## src/rtl/idata_pkg.sv

```systemverilog
// Package: shared types and fixed addresses of the internal data space.
// Assumes an 8-bit address space with the SFR map held at fixed locations.
package idata_pkg;

    typedef enum logic [1:0] {
        AM_DIRECT   = 2'd0,
        AM_INDIRECT = 2'd1,
        AM_REG      = 2'd2,
        AM_BIT      = 2'd3
    } amode_e;

    typedef enum logic [1:0] {
        TG_NONE = 2'd0,
        TG_RAM  = 2'd1,
        TG_SFR  = 2'd2
    } target_e;

    localparam logic [7:0] SFR_ACC      = 8'hE0;
    localparam logic [7:0] SFR_B        = 8'hF0;
    localparam logic [7:0] SFR_STATUS   = 8'hD0;
    localparam logic [7:0] SFR_STACK    = 8'h81;
    localparam logic [7:0] STACK_RESET  = 8'h07;
    localparam logic [7:0] BIT_RAM_BASE = 8'h20;
    localparam int         BANK_LSB     = 3;

endpackage

```

## src/rtl/idata_resolve.sv

```systemverilog
// Module: idata_resolve
// Maps an (access mode, address, bank) triple to a storage target, a byte
// index within that target and a bit position. Purely combinational.
// Assumes AW is 8 so that the upper address bit splits each half.
module idata_resolve
    import idata_pkg::*;
#(
    parameter int AW     = 8,
    parameter int BANK_W = 2,
    parameter int REG_W  = 3
) (
    input  amode_e         mode,
    input  logic [AW-1:0]  addr,
    input  logic [BANK_W-1:0] bank,
    output target_e        tgt,
    output logic [AW-1:0]  idx,
    output logic [2:0]     bitpos
);
    localparam int PAD_W = AW - BANK_W - REG_W;

    // Decode the target and index for the current access mode.
    always_comb begin
        tgt    = TG_NONE;
        idx    = addr;
        bitpos = addr[2:0];
        unique case (mode)
            AM_DIRECT: begin
                tgt = addr[AW-1] ? TG_SFR : TG_RAM;
                idx = addr;
            end
            AM_INDIRECT: begin
                tgt = TG_RAM;
                idx = addr;
            end
            AM_REG: begin
                tgt = TG_RAM;
                idx = {{PAD_W{1'b0}}, bank, addr[REG_W-1:0]};
            end
            AM_BIT: begin
                if (addr[AW-1]) begin
                    tgt = TG_SFR;
                    idx = {addr[AW-1:3], 3'b000};
                end else begin
                    tgt = TG_RAM;
                    idx = BIT_RAM_BASE + AW'(addr[AW-2:3]);
                end
            end
            default: tgt = TG_NONE;
        endcase
    end

    // a direct access must never land in upper RAM.
    always_comb begin
        a_r2_direct_no_upper: assert (!(mode == AM_DIRECT && tgt == TG_RAM && idx[AW-1]));
    end

endmodule

```

## src/rtl/idata_ram.sv

```systemverilog
// Module: idata_ram
// 2^AW bytes of flop storage with one combinational read and one synchronous
// write on the same index. Assumes the index is stable around the clock edge.
module idata_ram #(
    parameter int AW = 8,
    parameter int DW = 8
) (
    input  logic          clk,
    input  logic          rst_n,
    input  logic          we,
    input  logic [AW-1:0] idx,
    input  logic [DW-1:0] wbyte,
    output logic [DW-1:0] rbyte
);
    localparam int DEPTH = 1 << AW;

    logic [DW-1:0] mem [DEPTH];

    // Clear on reset, otherwise store the write byte.
    always_ff @(posedge clk) begin
        if (!rst_n) begin
            for (int i = 0; i < DEPTH; i++) mem[i] <= '0;
        end else if (we) begin
            mem[idx] <= wbyte;
        end
    end

    // Combinational read of the addressed byte.
    always_comb rbyte = mem[idx];

    // a write is present in storage on the next cycle.
    a_r7_write_lands: assert property (@(posedge clk) disable iff (!rst_n)
        we |=> (mem[$past(idx)] == $past(wbyte)));

endmodule

```

## src/rtl/idata_sfr.sv

```systemverilog
// Module: idata_sfr
// The implemented special function registers: accumulator, B, status word
// and stack pointer. Unimplemented addresses read zero and drop writes.
// Exports the register bank field of the status word.
module idata_sfr
    import idata_pkg::*;
#(
    parameter int AW     = 8,
    parameter int DW     = 8,
    parameter int BANK_W = 2
) (
    input  logic              clk,
    input  logic              rst_n,
    input  logic              we,
    input  logic [AW-1:0]     idx,
    input  logic [DW-1:0]     wbyte,
    output logic [DW-1:0]     rbyte,
    output logic [BANK_W-1:0] bank
);
    logic [DW-1:0] acc_q, b_q, status_q, stack_q;

    // Register update on write or reset.
    always_ff @(posedge clk) begin
        if (!rst_n) begin
            acc_q    <= '0;
            b_q      <= '0;
            status_q <= '0;
            stack_q  <= DW'(STACK_RESET);
        end else if (we) begin
            unique case (idx)
                SFR_ACC:    acc_q    <= wbyte;
                SFR_B:      b_q      <= wbyte;
                SFR_STATUS: status_q <= wbyte;
                SFR_STACK:  stack_q  <= wbyte;
                default:    ;
            endcase
        end
    end

    // Read mux; unknown addresses return zero.
    always_comb begin
        unique case (idx)
            SFR_ACC:    rbyte = acc_q;
            SFR_B:      rbyte = b_q;
            SFR_STATUS: rbyte = status_q;
            SFR_STACK:  rbyte = stack_q;
            default:    rbyte = '0;
        endcase
    end

    // Bank field taken from the status word.
    always_comb bank = status_q[BANK_LSB +: BANK_W];

    // rewriting the status word leaves the accumulator alone.
    a_r8_acc_kept: assert property (@(posedge clk) disable iff (!rst_n)
        (we && idx == SFR_STATUS) |=> (acc_q == $past(acc_q)));

    // the bank follows a status write on the next cycle.
    a_r10_bank_follows: assert property (@(posedge clk) disable iff (!rst_n)
        (we && idx == SFR_STATUS) |=> (bank == $past(wbyte[BANK_LSB +: BANK_W])));

endmodule

```

## src/rtl/idata_space.sv

```systemverilog
// Module: idata_space (top)
// Internal data space: routes each access through the resolver to low or
// upper RAM or to the SFR file, builds bit reads and bit read-modify-write.
// Assumes inputs settle before the rising edge and one access per cycle.
module idata_space
    import idata_pkg::*;
#(
    parameter int AW     = 8,
    parameter int DW     = 8,
    parameter int BANK_W = 2
) (
    input  logic          clk,
    input  logic          rst_n,
    input  logic [1:0]    acc_mode,
    input  logic [AW-1:0] addr,
    input  logic          rd_en,
    input  logic          wr_en,
    input  logic [DW-1:0] wdata,
    output logic [DW-1:0] rdata
);
    amode_e            mode;
    target_e           tgt;
    logic [AW-1:0]     idx;
    logic [2:0]        bitpos;
    logic [BANK_W-1:0] bank;
    logic [DW-1:0]     ram_rd, sfr_rd, byte_rd, merged, wbyte;
    logic              ram_we, sfr_we;

    always_comb mode = amode_e'(acc_mode);

    idata_resolve #(.AW(AW), .BANK_W(BANK_W), .REG_W(3)) u_resolve (
        .mode(mode), .addr(addr), .bank(bank),
        .tgt(tgt), .idx(idx), .bitpos(bitpos)
    );

    idata_ram #(.AW(AW), .DW(DW)) u_ram (
        .clk(clk), .rst_n(rst_n), .we(ram_we), .idx(idx),
        .wbyte(wbyte), .rbyte(ram_rd)
    );

    idata_sfr #(.AW(AW), .DW(DW), .BANK_W(BANK_W)) u_sfr (
        .clk(clk), .rst_n(rst_n), .we(sfr_we), .idx(idx),
        .wbyte(wbyte), .rbyte(sfr_rd), .bank(bank)
    );

    // Select the byte from the resolved target.
    always_comb begin
        unique case (tgt)
            TG_RAM:  byte_rd = ram_rd;
            TG_SFR:  byte_rd = sfr_rd;
            default: byte_rd = '0;
        endcase
    end

    // Merge the new bit into the current byte for bit writes.
    always_comb begin
        merged         = byte_rd;
        merged[bitpos] = wdata[0];
        wbyte          = (mode == AM_BIT) ? merged : wdata;
    end

    // Steer the write strobe to one storage.
    always_comb begin
        ram_we = wr_en && (tgt == TG_RAM);
        sfr_we = wr_en && (tgt == TG_SFR);
    end

    // Shape the read result for byte or bit access, gated by rd_en.
    always_comb begin
        if (!rd_en)              rdata = '0;
        else if (mode == AM_BIT) rdata = {{(DW-1){1'b0}}, byte_rd[bitpos]};
        else                     rdata = byte_rd;
    end

    // a bit write differs from the old byte in at most one bit.
    always_comb begin
        if (wr_en && mode == AM_BIT)
            a_r7_single_bit: assert ($countones(merged ^ byte_rd) <= 1);
    end

    // bit reads carry nothing above bit 0.
    a_r5_bit_narrow: assert property (@(posedge clk) disable iff (!rst_n)
        (rd_en && mode == AM_BIT) |-> (rdata[DW-1:1] == '0));

    // writes never go to two storages at once.
    a_r2_one_target: assert property (@(posedge clk) disable iff (!rst_n)
        !(ram_we && sfr_we));

endmodule

```

## config.mk

```make
export PLATFORM = sky130hd
export DESIGN_NAME = idata_space
export DESIGN_NICKNAME = d
export VERILOG_FILES = /design/src/rtl/idata_pkg.sv /design/src/rtl/idata_resolve.sv /design/src/rtl/idata_ram.sv /design/src/rtl/idata_sfr.sv /design/src/rtl/idata_space.sv
export SDC_FILE = /design/constraint.sdc
export NUM_CORES = 2
export LEC_CHECK = 0
export ABC_AREA = 1
export BUFFER_PORTS_ARGS = -buffer_cell sky130_fd_sc_hd__buf_2
export CORE_ASPECT_RATIO = 0.9
export CORE_MARGIN = 3
export CORE_UTILIZATION = 44
export CTS_BUF_LIST = sky130_fd_sc_hd__clkbuf_4 sky130_fd_sc_hd__clkbuf_8
export DETAILED_ROUTE_END_ITERATION = 10
export SKIP_CTS_REPAIR_TIMING = 1
export SLEW_MARGIN = 20
export SYNTH_ARGS = -nofsm -noshare
export SYNTH_HDL_FRONTEND = slang
export SYNTH_SLANG_ARGS = --single-unit
```

## constraint.sdc

```tcl
create_clock -name clk -period 4.8 [get_ports clk]
set_input_delay 0.72 -clock clk [delete_from_list [all_inputs] [get_ports clk]]
set_output_delay 0.72 -clock clk [all_outputs]
set_load 0.1 [all_outputs]
```

* Yosys cells after proc, flatten, opt, wreduce, memory -nomap -nowiden
Memory sizes are Yosys's and may differ from the RTL's.
Cells that the tools add are included.
** Word-level totals
- Flip-flop bits (word level) :: 32
- Input port bits :: 22
- Memories kept :: 1
- Output and inout bits :: 8
- Word-level logic and storage cells :: 50
- Memory bits (writable) :: 2048
** Operators by class
- Reductions and logical operators :: 12
- Mux-type cells :: 21
- Equal/unequal tests :: 9
- Add/sub/neg operators :: 1
- Order comparisons :: 2
** Memory list
- u_ram.mem :: words 256, width 8, read ports 1, clocked after Yosys merged registers in 0, wr ports 256, RTL line idata_ram.sv:17 : logic [DW-1:0] mem [DEPTH];
** Operators with widths (count)
- $mux 8 :: 6
- $eq 8x8->1 const B :: 4
- $pmux 8 s4 :: 1
- $pmux 8 s3 :: 1
- $pmux 8 s2 :: 1
- $bwmux 8 :: 1
- $reduce_and 2->1 :: 4
- $reduce_or 8->1 :: 1
- $add 6x4->7 const A :: 1
- $mux 1 :: 7
- $eq 2x2->1 const B :: 3
- $reduce_or 2->1 :: 3
- $eq 2x1->1 const B :: 2
- $lt 3x4->1 const B :: 1
- $pmux 2 s2 :: 1
- $bmux 1 s3 :: 1
- $demux 1 s3 :: 1
- $ge 3x1->1 const B :: 1
- $logic_and 1x1->1 :: 3
- $logic_not 2->1 :: 1
- $mux 2 :: 1

* Depth between registers and ports, before layout
- Word-level depth :: 10
- Gate-level depth with buffers :: 30

* By module
From an unflattened synthesis, not the netlist that was laid out.
** Second synthesis, totals
- Cells, all modules :: 10990
- Area total of the unflattened synthesis :: 96909.2 µm²
** By module, submodules not included
- idata_ram :: area each 94375.5 µm², sequential area each 61499.0 µm², cells an instance 10561, instances 1
- idata_sfr :: area each 1823.0 µm², sequential area each 640.6 µm², cells an instance 279, instances 1
- idata_space :: area each 510.5 µm², sequential area each 0.0 µm², cells an instance 111, instances 1
- idata_resolve :: area each 200.2 µm², sequential area each 0.0 µm², cells an instance 39, instances 1

* Worst setup path after synthesis
OpenSTA, ideal clock, no wires.
- Path type :: in2out
- From :: input acc_mode[0]
- To :: output rdata[0]
- Required time :: 4.080 ns
- Buffers on the path :: 5
- Setup slack :: -0.386 ns
- Cell stages on the path :: 25
- Arrival :: 4.466 ns
- Path through :: ha_1 buf_2 nand2_1 nand2_2 nand2_2 buf_4 buf_4 buf_2 buf_2 nor2_1 o21ai_0 nand2_1 nand2_1 nand2_1 o21ai_0 nand3_1 nand2_1 inv_1 nor2_1 nand2_1 nand3_1 nand2_1 nor2_1 nand2_1 a21oi_1
** Between the ends
- Longest elaborated chain between the ends :: 10
- Elaborated cells between the ends (all ways) :: 22
- Those cells by class :: eq/ne (9); mux (8); reduce/logical (4); memory (1)
** RTL lines
- from (decl) :: RTL line idata_space.sv:14 : input logic [1:0] acc_mode,
- parallel branches: the longest is 8 deep, another holds $mem_v2 256x8
- $mux 8 (*) :: RTL line idata_space.sv:71 : else if (mode == AM_BIT) rdata = {{(DW-1){1'b0}}, byte_rd[bitpos]};
- $mux 8 (*) :: RTL line idata_space.sv:70 : if (!rd_en) rdata = '0;
- to (decl) :: RTL line idata_space.sv:19 : output logic [DW-1:0] rdata
Mark *: on every way between the ends. The select of a mux whose other input is x is not followed.

* Worst setup path after layout
- From :: register u_sfr.status_q[3]
- To :: output rdata[0]
** Between the ends
- Longest elaborated chain between the ends :: 8
- Elaborated cells between the ends (all ways) :: 12
- Those cells by class :: eq/ne (4); mux (7); memory (1)
** RTL lines
- from (decl) :: RTL line idata_sfr.sv:20 : logic [DW-1:0] acc_q, b_q, status_q, stack_q;
- from (signal assigned) :: RTL line idata_sfr.sv:33 : SFR_STATUS: status_q <= wbyte;
- parallel branches: the longest is 3 deep, another holds $mem_v2 256x8
- $pmux 8 s2 (*) :: RTL line idata_space.sv:48 : unique case (tgt)
- $bmux 1 s3 :: RTL line idata_space.sv:71
- $mux 1 (not written as such) :: RTL line idata_space.sv:71
- $mux 8 (*) :: RTL line idata_space.sv:71
- $mux 8 (*) :: RTL line idata_space.sv:70
Marks and branches as above.

==> impl_metrics.csv <==
group,metric,value,unit
pwr,p_int,31000,uW
pwr,power,43360,uW
placed_design,routabilityCongestion,0.9912,
route,vias,84260,
synthesis,synth_cell_types,35,
placed_design,port-buffer-count,29,
critical_path,crit_chain,"nand2_2, o21ai_1, inv_1, nand2_2, buf_6, nor2_4, buf_12, buf_12, nand2_1, nand2_2, nor2_1, nor2_2, nor2_1, nand2_2, nand2_2, nand2_4, o21ai_2, nand3_1, nand2_1, nor2_2, nand2_2, a21oi_4, buf_12",
critical_path,end_kind,"primary output",
pwr,p_clk_frac,0.364,
synthesis,ys_seq_area_frac,0.6285,
clock_network,cts.clk_slew.worst_paths,60,ps
pwr,pwr-share-comb,0.160,
clock_network,tritoncts,"done",
clock_network,clock_path_buffers,4,
min_path,hp-start,"rst_n",
clock_network,insertion_delay,1110,ps
clock_network,cts_sinks,2080,
pwr,pwr_density_cell,362.9,nW/um2
synthesis,ys_warn_count,0,
status,violations,"setup timing",
die,dieArea,230400,um2
route,drtIter0Drc,12330,
route,remaining_drc_errors,0,
timing,fin_setup_tns,-1775,ps
finish,layout.nets,11600,
route,ant_nets,0,
die,die_h,455.7,um
global_routing,antenna_found_initial,18,
timing,finalCriticalPeriod,5231,ps
die,start_util,0.4441,
timing,max_freq,191.2,MHz
synthesis,synth_top_area_frac,0.6220,
critical_path,worst_path_largest_cell_delay,470,ps
global_routing,grt_pass1_vias,78880,
job,drv_cap,0,
timing,final_hold_viol_count,0,
min_path,hold_path_depth,3,
synthesis,synth_cells,10820,
finish,drive_above_1_share,0.1665,
critical_path,crit_top_cell,"nand2_2",
route,dr.pass1.iters,7,
synthesis,ys_top_cells_by_area,"edfxtp_1, nand2_1, nor2_1, a21oi_1, o21ai_0",
global_routing,grt_start_max_net_pins,123,
timing,timing.final.ws_setup,-430.9,ps
critical_path,cp_data_arrival_time,4510,ps
critical_path,path_class,"flip-flop to primary output",
timing,rsz0062_at_grt,"yes",
min_path,hold_path_end,"u_ram.mem[45][4]",
status,outcome,"finished with violations",
critical_path,regToRegSetupSlack,580,ps
critical_path,reg2reg_depth,28,
pwr,p_sw_frac,0.2850,
pwr,power_switching,12360,uW
finish,layout_common_cells,"nand2_1, edfxtp_1, nor2_1, a21oi_1, buf_4",
pwr,pwr-share-seq,0.476,
synthesis,ys_ff_latch,2080,
pwr,leakagePower,0.04991,uW
finish,area_growth,20.86,%
timing,worstMarginPinSlew,928.5,ps
route,wirelength,366.8,mm
pwr,peakVddDrop,0.0002672,V
critical_path,critPathLaunchType,"flip-flop",
synthesis,synth_area_per_cell,9.137,um2
critical_path,path_delay_family,"simple AND/OR/NAND/NOR gates",
global_routing,track_usage,0.2995,
timing,worst_clock_skew,103.0,ps
finish,fillCellCount,19940,
synthesis,syn_nets,10840,
die,rows,164,
critical_path,crit_buf_inv,5,
clock_network,cts_root_buf,"clkbuf_8",
timing,fin_crit_sh,1.090,
placed_design,hpwl,233.0,mm
timing,final-max-slew-violation-count,0,
finish,final_common_cell,"nand2_1",
critical_path,crit_slowest_cell,"nor2_4",
min_path,hold_class,"input pin to flip-flop",
critical_path,r2r-end,"u_ram.mem[112][1]",
die,pin_count,30,
clock_network,htree_levels,5,
timing,setup-violations-final,8,
critical_path,required,4080,ps
critical_path,cp_max_fo,7,
global_routing,grt_first_pass_wirelength,515.9,mm
die,die_w,505.7,um
critical_path,r2r-start,"u_sfr.status_q[3]",
route,wl_per_cell,24.73,um
timing,max_slew_margin,0.3810,
placed_design,place_ws,-1008,ps
clock_network,cts_buffers,361,
route,via_per_inst,5.681,
critical_path,crit_cells,23,
synthesis,synth_area,98870,um2
global_routing,grt-ovfl-total,0,
synthesis,yosys.area.top_type,"edfxtp_1",
die,core_area,222600,um2
-- how the worst max path moves through the flow --
stage                 startpoint        to
3_3_place_gp         acc_mode[0]  rdata[0]
5_1_grt        u_sfr.status_q[3]  rdata[0]
6_report       u_sfr.status_q[3]  rdata[0]
4_1_cts              acc_mode[1]  rdata[0]
2_1_floorplan        acc_mode[0]  rdata[0]
3_5_place_dp         acc_mode[1]  rdata[0]
-- area by class of cell --
type                            instances  area, um2  area share
Antenna cell                           16      40.04   0.0003351
Clock buffer                          496       6045     0.05059
Clock inverter                        124      630.6    0.005277
Inverter                              749       2892     0.02420
Multi-Input combinational cell       7237      31340      0.2623
Sequential cell                      2080      62140      0.5200
Tap cell                             2988       3739     0.03129
Timing Repair Buffer                 1143      12670      0.1060
-- synth_stat cells, drive strengths merged --
library cell / instances
nor2: 2044
o21ai: 602
clkbuf: 329
buf: 426
nand2: 3218
o22a: 15
edfxtp: 2048
dfxtp: 32
a21oi: 818
o21bai: 4
nand4: 14
nand3: 224
nand3b: 80
nor3: 22
o22ai: 118
clkinv: 4
inv: 745
ha: 2
or2: 55
o211ai: 20
-- stage by stage --
step                hold WS, ps  cells    util  area, um2
finish                    274.6  14830  0.5367     119500
global placement          452.9  14120  0.4958     110400
global route              229.4  14830  0.5366     119500
floorplan                 441.0  10820       -      98900
CTS                       200.3  14740  0.5258     117100
detailed placement        465.3  14120  0.4958     110400
-- tightest hold or removal path: stages --
cell,delay (ps)
buf_8,170
nand2_1,170
buf_12,140
-- cells by family after synthesis --
| logic type | share of synthesized area |
|---|---|
| flip-flops | 0.6285 |
| buffers and inverters | 0.06547 |
| AND/OR/NAND/NOR | 0.2231 |
| AO/OA/AOI/OAI | 0.08269 |
| adder cells (fa/ha/maj) | 0.0002531 |
-- sequential cells by signal, summed over array words and instances (netlist names) --
register and cells:
u_ram.mem 2048, u_sfr.stack_q 8, u_sfr.acc_q 8, u_sfr.status_q 8, u_sfr.b_q 8
-- metal layers --
layer / vias up / global-route usage / wire [um]
li1: 37130 / - / -
met1: 40720 / 0.4190 / 142400
met2: 5560 / 0.4506 / 161000
met3: 847 / 0.07080 / 47710
met4: 8 / 0.1184 / 15710
met5: - / 0 / 54
-- power by group through the flow --
stage | logic [uW] | clock network, uW | registers [uW]
floorplan | 3070 | 0 | 21000
global placement | 6220 | 0 | 21000
detailed placement | 6240 | 0 | 21000
CTS | 6260 | 15800 | 20600
global route | 7230 | 16600 | 20700
finish | 6930 | 15800 | 20600
Note: power is estimated with default switching activity, not from simulation.
